`src/rtl/timer_pair_pkg.sv`:
```
package timer_pair_pkg;

    localparam int BYTE_W = 8;
    localparam int CNT_W  = 2 * BYTE_W;
    localparam int ADDR_W = 4;

    typedef logic [CNT_W-1:0]  count_t;
    typedef logic [BYTE_W-1:0] byte_t;

    // Byte offsets decoded by the neighbouring adapter logic
    localparam logic [ADDR_W-1:0] OFF_T1_CLO = 4'd4;
    localparam logic [ADDR_W-1:0] OFF_T1_CHI = 4'd5;
    localparam logic [ADDR_W-1:0] OFF_T1_LLO = 4'd6;
    localparam logic [ADDR_W-1:0] OFF_T1_LHI = 4'd7;
    localparam logic [ADDR_W-1:0] OFF_T2_CLO = 4'd8;
    localparam logic [ADDR_W-1:0] OFF_T2_CHI = 4'd9;

    localparam logic [1:0] MODE_REPEAT = 2'b01;

    typedef struct packed {
        logic wr_lo;     // offset 4 or 6
        logic wr_load;   // offset 5
        logic wr_hi;     // offset 7
    } t1_ctl_t;

    typedef struct packed {
        logic wr_lo;     // offset 8
        logic wr_load;   // offset 9
    } t2_ctl_t;

    function automatic count_t count_down(input count_t c);
        return c - count_t'(1);
    endfunction

    function automatic byte_t pick_byte(input count_t c, input logic hi);
        return hi ? c[CNT_W-1:BYTE_W] : c[BYTE_W-1:0];
    endfunction

endpackage

```
`src/rtl/timer_pair_t1.sv`:
```
module timer_pair_t1
    import timer_pair_pkg::*;
(
    input  logic     clk,
    input  logic     rst,
    input  logic     tick,
    input  logic     repeat_en,
    input  t1_ctl_t  ctl,
    input  byte_t    wdata,
    output count_t   cnt,
    output count_t   latch,
    output logic     set_pulse
);

    count_t latch_q, latch_d;
    count_t cnt_q, cnt_d;
    logic   under_q, under_d;
    logic   armed_q, armed_d;
    logic   set_q, set_d;
    logic   reload;

    assign reload = repeat_en && under_q;

    always_comb begin
        latch_d = latch_q;
        if (ctl.wr_lo)
            latch_d[BYTE_W-1:0] = wdata;
        if (ctl.wr_load || ctl.wr_hi)
            latch_d[CNT_W-1:BYTE_W] = wdata;

        cnt_d   = cnt_q;
        under_d = under_q;
        armed_d = armed_q;
        set_d   = 1'b0;
        if (ctl.wr_load) begin
            cnt_d   = {wdata, latch_q[BYTE_W-1:0]};
            under_d = 1'b0;
            armed_d = 1'b1;
        end else if (tick) begin
            cnt_d   = reload ? latch_q : count_down(cnt_q);
            under_d = !reload && (cnt_q == '0);
            if ((cnt_d == '0) && (repeat_en || armed_q)) begin
                set_d   = 1'b1;
                armed_d = 1'b0;
            end
        end
    end

    always_ff @(posedge clk) begin
        if (rst) begin
            latch_q <= '1;
            cnt_q   <= '1;
            under_q <= 1'b0;
            armed_q <= 1'b0;
            set_q   <= 1'b0;
        end else begin
            latch_q <= latch_d;
            cnt_q   <= cnt_d;
            under_q <= under_d;
            armed_q <= armed_d;
            set_q   <= set_d;
        end
    end

    assign cnt       = cnt_q;
    assign latch     = latch_q;
    assign set_pulse = set_q;


    t1_load_copies_latch_chk: assert property (@(posedge clk) disable iff (rst)
        ctl.wr_load |=> cnt_q == latch_q);


    t1_idle_holds_chk: assert property (@(posedge clk) disable iff (rst)
        (!tick && !ctl.wr_load) |=> $stable(cnt_q));


    t1_repeat_reload_chk: assert property (@(posedge clk) disable iff (rst)
        (tick && !ctl.wr_load && repeat_en && under_q) |=> cnt_q == $past(latch_q));


    t1_oneshot_counts_chk: assert property (@(posedge clk) disable iff (rst)
        (tick && !ctl.wr_load && !repeat_en) |=> cnt_q == $past(cnt_q) - count_t'(1));


    t1_set_at_zero_chk: assert property (@(posedge clk) disable iff (rst)
        set_q |-> cnt_q == '0);

endmodule

```
`src/rtl/timer_pair_t2.sv`:
```
module timer_pair_t2
    import timer_pair_pkg::*;
(
    input  logic     clk,
    input  logic     rst,
    input  logic     tick,
    input  t2_ctl_t  ctl,
    input  byte_t    wdata,
    output count_t   cnt,
    output logic     set_pulse
);

    byte_t  lo_q, lo_d;
    count_t cnt_q, cnt_d;
    logic   armed_q, armed_d;
    logic   set_q, set_d;

    always_comb begin
        lo_d    = ctl.wr_lo ? wdata : lo_q;
        cnt_d   = cnt_q;
        armed_d = armed_q;
        set_d   = 1'b0;
        if (ctl.wr_load) begin
            cnt_d   = {wdata, lo_q};
            armed_d = 1'b1;
        end else if (tick) begin
            cnt_d = count_down(cnt_q);
            if ((cnt_d == '0) && armed_q) begin
                set_d   = 1'b1;
                armed_d = 1'b0;
            end
        end
    end

    always_ff @(posedge clk) begin
        if (rst) begin
            lo_q    <= '0;
            cnt_q   <= '1;
            armed_q <= 1'b0;
            set_q   <= 1'b0;
        end else begin
            lo_q    <= lo_d;
            cnt_q   <= cnt_d;
            armed_q <= armed_d;
            set_q   <= set_d;
        end
    end

    assign cnt       = cnt_q;
    assign set_pulse = set_q;


    t2_load_low_chk: assert property (@(posedge clk) disable iff (rst)
        ctl.wr_load |=> cnt_q[BYTE_W-1:0] == $past(lo_q));


    t2_wrap_chk: assert property (@(posedge clk) disable iff (rst)
        (tick && !ctl.wr_load && cnt_q == '0) |=> cnt_q == '1);


    t2_set_at_zero_chk: assert property (@(posedge clk) disable iff (rst)
        set_q |-> cnt_q == '0);


    t2_load_beats_tick_chk: assert property (@(posedge clk) disable iff (rst)
        (tick && ctl.wr_load) |=> cnt_q[CNT_W-1:BYTE_W] == $past(wdata));

endmodule

```
`src/rtl/timer_pair.sv`:
```
module timer_pair
    import timer_pair_pkg::*;
(
    input  logic       clk,
    input  logic       rst,
    input  logic       tick,
    input  logic [1:0] t1_mode,
    input  logic       bus_wr,
    input  logic       bus_rd,
    input  logic [3:0] bus_addr,
    input  logic [7:0] bus_wdata,
    output logic [7:0] bus_rdata,
    output logic       t1_set,
    output logic       t1_clr,
    output logic       t2_set,
    output logic       t2_clr
);

    t1_ctl_t t1_ctl;
    t2_ctl_t t2_ctl;
    count_t  t1_cnt, t1_latch, t2_cnt;

    always_comb begin
        t1_ctl.wr_lo   = bus_wr && (bus_addr == OFF_T1_CLO || bus_addr == OFF_T1_LLO);
        t1_ctl.wr_load = bus_wr && (bus_addr == OFF_T1_CHI);
        t1_ctl.wr_hi   = bus_wr && (bus_addr == OFF_T1_LHI);
        t2_ctl.wr_lo   = bus_wr && (bus_addr == OFF_T2_CLO);
        t2_ctl.wr_load = bus_wr && (bus_addr == OFF_T2_CHI);
    end

    timer_pair_t1 u_t1 (
        .clk       (clk),
        .rst       (rst),
        .tick      (tick),
        .repeat_en (t1_mode == MODE_REPEAT),
        .ctl       (t1_ctl),
        .wdata     (bus_wdata),
        .cnt       (t1_cnt),
        .latch     (t1_latch),
        .set_pulse (t1_set)
    );

    timer_pair_t2 u_t2 (
        .clk       (clk),
        .rst       (rst),
        .tick      (tick),
        .ctl       (t2_ctl),
        .wdata     (bus_wdata),
        .cnt       (t2_cnt),
        .set_pulse (t2_set)
    );

    always_comb begin
        case (bus_addr)
            OFF_T1_CLO: bus_rdata = pick_byte(t1_cnt, 1'b0);
            OFF_T1_CHI: bus_rdata = pick_byte(t1_cnt, 1'b1);
            OFF_T1_LLO: bus_rdata = pick_byte(t1_latch, 1'b0);
            OFF_T1_LHI: bus_rdata = pick_byte(t1_latch, 1'b1);
            OFF_T2_CLO: bus_rdata = pick_byte(t2_cnt, 1'b0);
            OFF_T2_CHI: bus_rdata = pick_byte(t2_cnt, 1'b1);
            default:    bus_rdata = '0;
        endcase
    end

    assign t1_clr = t1_ctl.wr_load || t1_ctl.wr_hi || (bus_rd && bus_addr == OFF_T1_CLO);
    assign t2_clr = bus_rd && (bus_addr == OFF_T2_CLO);


    t1_lowbyte_write_keeps_count_chk: assert property (@(posedge clk) disable iff (rst)
        (t1_ctl.wr_lo && !tick) |=> $stable(t1_cnt));


    t1_hi_write_keeps_count_chk: assert property (@(posedge clk) disable iff (rst)
        (t1_ctl.wr_hi && !tick) |=> $stable(t1_cnt));


    t1_set_single_chk: assert property (@(posedge clk) disable iff (rst)
        (t1_set && t1_mode != MODE_REPEAT && $stable(t1_mode)) |=> !t1_set);

endmodule

```
`config.mk`:
```
export PLATFORM = sky130hd
export DESIGN_NAME = timer_pair
export DESIGN_NICKNAME = d
export VERILOG_FILES = /design/src/rtl/timer_pair_pkg.sv /design/src/rtl/timer_pair_t1.sv /design/src/rtl/timer_pair_t2.sv /design/src/rtl/timer_pair.sv
export SDC_FILE = /design/constraint.sdc
export NUM_CORES = 1
export LEC_CHECK = 0
export ABC_AREA = 1
export BUFFER_PORTS_ARGS = -buffer_cell sky130_fd_sc_hd__buf_2
export CORE_AREA = 2 2 87 89
export DETAILED_ROUTE_END_ITERATION = 8
export DIE_AREA = 0 0 89 91
export PLACE_DENSITY_LB_ADDON = 0.15
export SLEW_MARGIN = 20
export SYNTH_ARGS = -nofsm -noshare
export SYNTH_HDL_FRONTEND = slang
export SYNTH_SLANG_ARGS = --single-unit
export TNS_END_PERCENT = 5
```
`constraint.sdc`:
```
create_clock -name clk -period 1.6 [get_ports clk]
set_clock_uncertainty 0.15 [all_clocks]
set_input_delay 0.32 -clock clk [delete_from_list [all_inputs] [get_ports clk]]
set_output_delay 0.32 -clock clk [all_outputs]
set_load 0.03 [all_outputs]
```
Yosys cells after proc, flatten, opt, wreduce, memory -nomap -nowiden
Index checks and enable logic that the tools add are counted.
{ "totals": {"output_inout_bits": 12, "inputBits": 19, "elab_cells": 62, "register_bits": 61} }
{ "op_classes": {"n_addsub": 2, "reduce_logical": 28, "bitwise": 1, "muxes": 14, "eq_ne": 7} }
{ "op_table": {"columns": ["op", "n"], "rows": [
  ["2-to-1 mux 16 bit", 5],
  ["zero test 16 bit", 3],
  ["case mux 8 bit (6 select lines)", 1],
  ["subtractor 16 x 1 -> 16 bit (second input constant)", 2],
  ["equality test 4 x 3 -> 1 bit (second input constant)", 4],
  ["logical AND 1 bit", 11],
  ["equality test 4 bit (second input constant)", 2],
  ["2-to-1 mux 1 bit", 8],
  ["nonzero test 2 bit", 4],
  ["OR reduction 3 bit", 2],
  ["logical OR 1 bit", 4],
  ["AND reduction 2 bit", 2],
  ["equality test 2 x 1 -> 1 bit (second input constant)", 1],
  ["OR reduction 2 bit", 1],
  ["zero test 1 bit", 1],
  ["NOT 1 bit", 1]
]} }

Longest topological paths before layout
{ "depth": {"ltp_word": 8, "mapped_depth": 15, "ltp_nobuf": 15} }

Modules after synthesis
A second synthesis with hierarchy kept.
{ "hier_totals": {"hier_cells": 683, "area_unflattened_um2": 4189.0} }
{ "by_module_without_submodules": {"columns": ["module", "area_per_inst_um2", "seq_area_each_um2", "instances", "cells_per_inst"], "rows": [
  ["timer_pair_t1", 2102.0, 700.7, 1, 326],
  ["timer_pair_t2", 1491.4, 520.5, 1, 229],
  ["timer_pair", 595.6, 0.0, 1, 128]
]} }

Least setup slack after synthesis
OpenSTA, ideal clock, no wires.
{ "synth_timing": {"path_type": "in2out", "from": "in bus_addr[0]", "to": "out bus_rdata[0]", "path_stages": 4, "required_time_ps": 1130, "t_arrival_ps": 1479, "n_path_buf": 0, "path_slack_ps": -349, "path_cell_list": "inv_1 -> nor3_1 -> inv_1 -> o221ai_1"} }
{ "synth_between": {"elab_chain_cells": 2, "word_cells_on_any_way": 7, "cone_classes": "eq/ne: 6; mux: 1"} }
{ "synth_rtl": {"columns": ["item", "line_no", "rtl"], "rows": [
  ["start, declared", "timer_pair.sv:10", "input logic [3:0] bus_addr,"],
  ["equality test 4 bit or equality test 4 x 3 -> 1 bit (tied branches)", "timer_pair.sv:54", "case (bus_addr)"],
  ["case mux 8 bit (6 select lines) *", "timer_pair.sv:54", null],
  ["end, declared", "timer_pair.sv:12", "output logic [7:0] bus_rdata,"]
]} }
Every way passes the cells marked *; elsewhere a longest branch is shown, timed or not.

Worst setup path in the final report
{ "layout_timing": {"from": "in bus_addr[3]", "to": "out bus_rdata[6]"} }
Same word-level chain as after synthesis.

==> results.py <==
metrics = {
    "run_status": {
        "status": "complete, but fails checks",
        "violations": "setup timing",
    },
    "synth": {
        "ys_warn_count": 0,
        "synth.net_count": 576,
        "async_flop_share_pct": 0,
        "syn_inst": 554,
        "syn_avg_cell_area_um2": 6.72,
        "synth_edf_count": 0,
        "synth-seq-cells": 61,
        "synth_top_cell_by_area": "dfxtp_1",
        "ys_types": 38,
        "netlist_area_um2": 3720,
        "ys_top_cells_by_area": "dfxtp_1, nand2_1, nand3_1",
        "synth_ff_type": "dfxtp_1",
        "ys_seq_area_share_pct": 32.8,
        "synth_top_area_share_pct": 32.8,
    },
    "routing": {
        "wl_um": 14300,
        "num_vias": 4624,
        "via_per_inst": 5.63,
        "drtIter0Drc": 353,
        "wl_per_cell_um": 17.4,
        "postRouteAntennaNets": 0,
        "drtPass1Iterations": 5,
        "drc": 0,
    },
    "cts": {
        "clock_path_buffers": 2,
        "numCtsBuffers": 9,
        "clk_latency_ns": 0.35,
        "cts-root-buf": "clkbuf_8",
        "ctsHoldBuffers": 0,
        "cts.clk_slew.worst_paths_ns": 0.08,
        "cts_max_level": 3,
        "cts_tree": "done",
        "cts_sinks": 61,
    },
    "finish": {
        "layout-drive-gt1-share_pct": 41.8,
        "antenna_cells": 0,
        "fin_util_pct": 81.0,
        "area_growth_pct": 55.2,
        "nets": 740,
        "fillers": 502,
    },
    "critical_path": {
        "end_kind": "output port",
        "cp_data_required_time_ns": 1.13,
        "path_max_fanout": 3,
        "worstSetupPathType": "input port to output port",
        "arrival_ns": 1.52,
        "startpoint_type": "input port",
    },
    "power_and_ir_drop": {
        "power_density_nw_per_um2": 717,
        "power_w": 0.00414,
        "p_leak_nw": 2.68,
        "vdd_drop_max_uv": 458,
    },
    "floorplanning": {
        "row_count": 31,
        "core_area_um2": 7140,
        "die-area_um2": 8100,
        "start_util_pct": 52.2,
        "num_io_pins": 31,
        "fp.dieH_um": 91,
        "die_x_um": 89,
    },
    "global_route": {
        "grt_antenna_before_repair": 0,
        "grt_pass1_wl_um": 21300,
        "met1_usage_pct": 38.4,
        "grtUsageMet3_pct": 6.64,
        "grt_max_degree": 21,
        "track_usage_pct": 34.6,
        "grt_pass1_vias": 4400,
        "grt_use_met2_pct": 60.2,
        "grt_most_used_layer": "met2",
        "grt.overflow.total": 0,
    },
    "sta": {
        "setup_ws_ns": -0.385,
        "finalHoldViolCount": 0,
        "tns_ns": -5.46,
        "period_share_pct": 124,
        "fmaxAchievable_ghz": 0.504,
        "setup_viol": 27,
        "period_needed_ns": 1.99,
        "slew_violations": 0,
        "maxSlewHeadroom_pct": 78.7,
        "rsz0062_at_grt": "true",
        "worst_slew_pin_slew_ns": 0.317,
    },
    "place": {
        "dpl_worst_slack_ns": -0.463,
        "dp_hpwl_um": 10500,
        "routabilityCongestion": 0.989,
        "io_buffers": 30,
    },
    "run": {
        "max-cap-violations": 0,
    },
    "hold_path": {
        "hp-class": "input port to register",
    },
}
==> metrics by stage <==
step           instance area (um^2)  hold WS (ns)  instances
3_5_place_dp                   4990         0.292        792
4_1_cts                        5560         0.118        817
6_report                       5780         0.122        822
3_3_place_gp                   4990         0.282        792
2_1_floorplan                  3850         0.274        554
5_1_grt                        5780         0.136        822
==> metal layers <==
| metal | up-vias | share of wire, % |
|---|---|---|
| met5 | - | 0 |
| met2 | 218 | 49 |
| met1 | 2138 | 37 |
| li1 | 2202 | - |
| met4 | 0 | 6.7 |
| met3 | 66 | 6.4 |
==> sequential cells by signal, indices dropped and copies added (netlist names) <==
register / flops
u_t1.cnt: 16
u_t1.latch: 16
u_t2.cnt: 16
u_t2.lo_q: 8
u_t1.armed_q: 1
u_t1.set_pulse: 1
u_t1.under_q: 1
u_t2.armed_q: 1
u_t2.set_pulse: 1
==> worst max-delay path, stage by stage <==
cell and delay (ns):
buf_6 0.10, inv_2 0.06, nand2_4 0.08, buf_6 0.13
nor3_4 0.24, buf_4 0.16, a221oi_2 0.05, o211ai_1 0.16
buf_4 0.22
==> cell families after synthesis <==
logic type      Yosys count  synth area share [%]
xor+xnor                 13                  3.46
fa+ha+maj                 3                  1.01
flops                    61                  32.8
compound gates          115                  20.3
buf+inv                  87                  9.54
simple gates            275                  32.9
==> final cells by class <==
type	count	area [um^2]	share of cell area [%]
sequential	61	1230	21.3
clock inverter	5	60.1	1.04
timing repair buffer	171	1340	23.2
inverter	69	273	4.72
tap	99	124	2.14
multi-input combinational	406	2610	45.2
clock buffer	11	141	2.45
==> repair_timing <==
action,4_1_cts,5_1_grt
gates resized for setup,85,45
cloned,0,0
pin swaps,16,25
setup buffers,9,5
setup endpoints to repair,29,42
==> path summary, 6_finish.rpt <==
check,startpoint,to,slack (ns),cells past startpoint
setup / recovery,bus_addr[3],bus_rdata[6],-0.39,9
hold / removal,bus_wdata[4],u_t1.latch[4],0.12,3
setup reg to reg,u_t1.cnt[7],u_t1.armed_q,-0.36,12
hold reg to reg,u_t2.armed_q,u_t2.set_pulse,0.30,2
==> layout by cell type (no fill, tap or decap), types with 2 or more instances in the layout <==
cell type / instances
a21oi_1: 40
a21oi_2: 3
a221oi_2: 2
a221oi_4: 5
buf_12: 2
buf_2: 18
buf_4: 132
buf_6: 18
clkbuf_8: 10
clkinv_4: 2
clkinvlp_4: 2
dfxtp_1: 53
dfxtp_2: 7
ha_4: 2
inv_1: 51
inv_2: 12
inv_4: 4
nand2_1: 124
nand2_2: 14
nand2_4: 5
nand3_1: 52
nand3_2: 6
nand4_1: 3
nor2_1: 33
nor2_2: 11
nor2_4: 15
nor3_1: 2
nor3_2: 4
o211ai_1: 20
o21ai_0: 4
o21ai_1: 6
o21ai_2: 7
o221ai_1: 16
o221ai_2: 5
or2_2: 2
xnor2_1: 2
xor2_1: 7
xor2_2: 2
xor2_4: 2
==> where the power goes <==
group          switching, W  internal [W]  leakage, nW  total [W]
sequential        0.0000778       0.00160        0.500    0.00168
combinational      0.000573      0.000485         2.08    0.00106
clock              0.000644      0.000765       0.0995    0.00141
==> synth_stat cells (7+ instances only) <==
master    instances
o221ai_1         22
nand3_1          54
dfxtp_1          61
nor2_1           49
o211ai_1         20
xor2_1            9
clkbuf_1          9
a221oi_1          7
nand2_1         137
inv_1            68
o21ai_0          13
a21oi_1          42
Power figures use the tool's default switching activity.
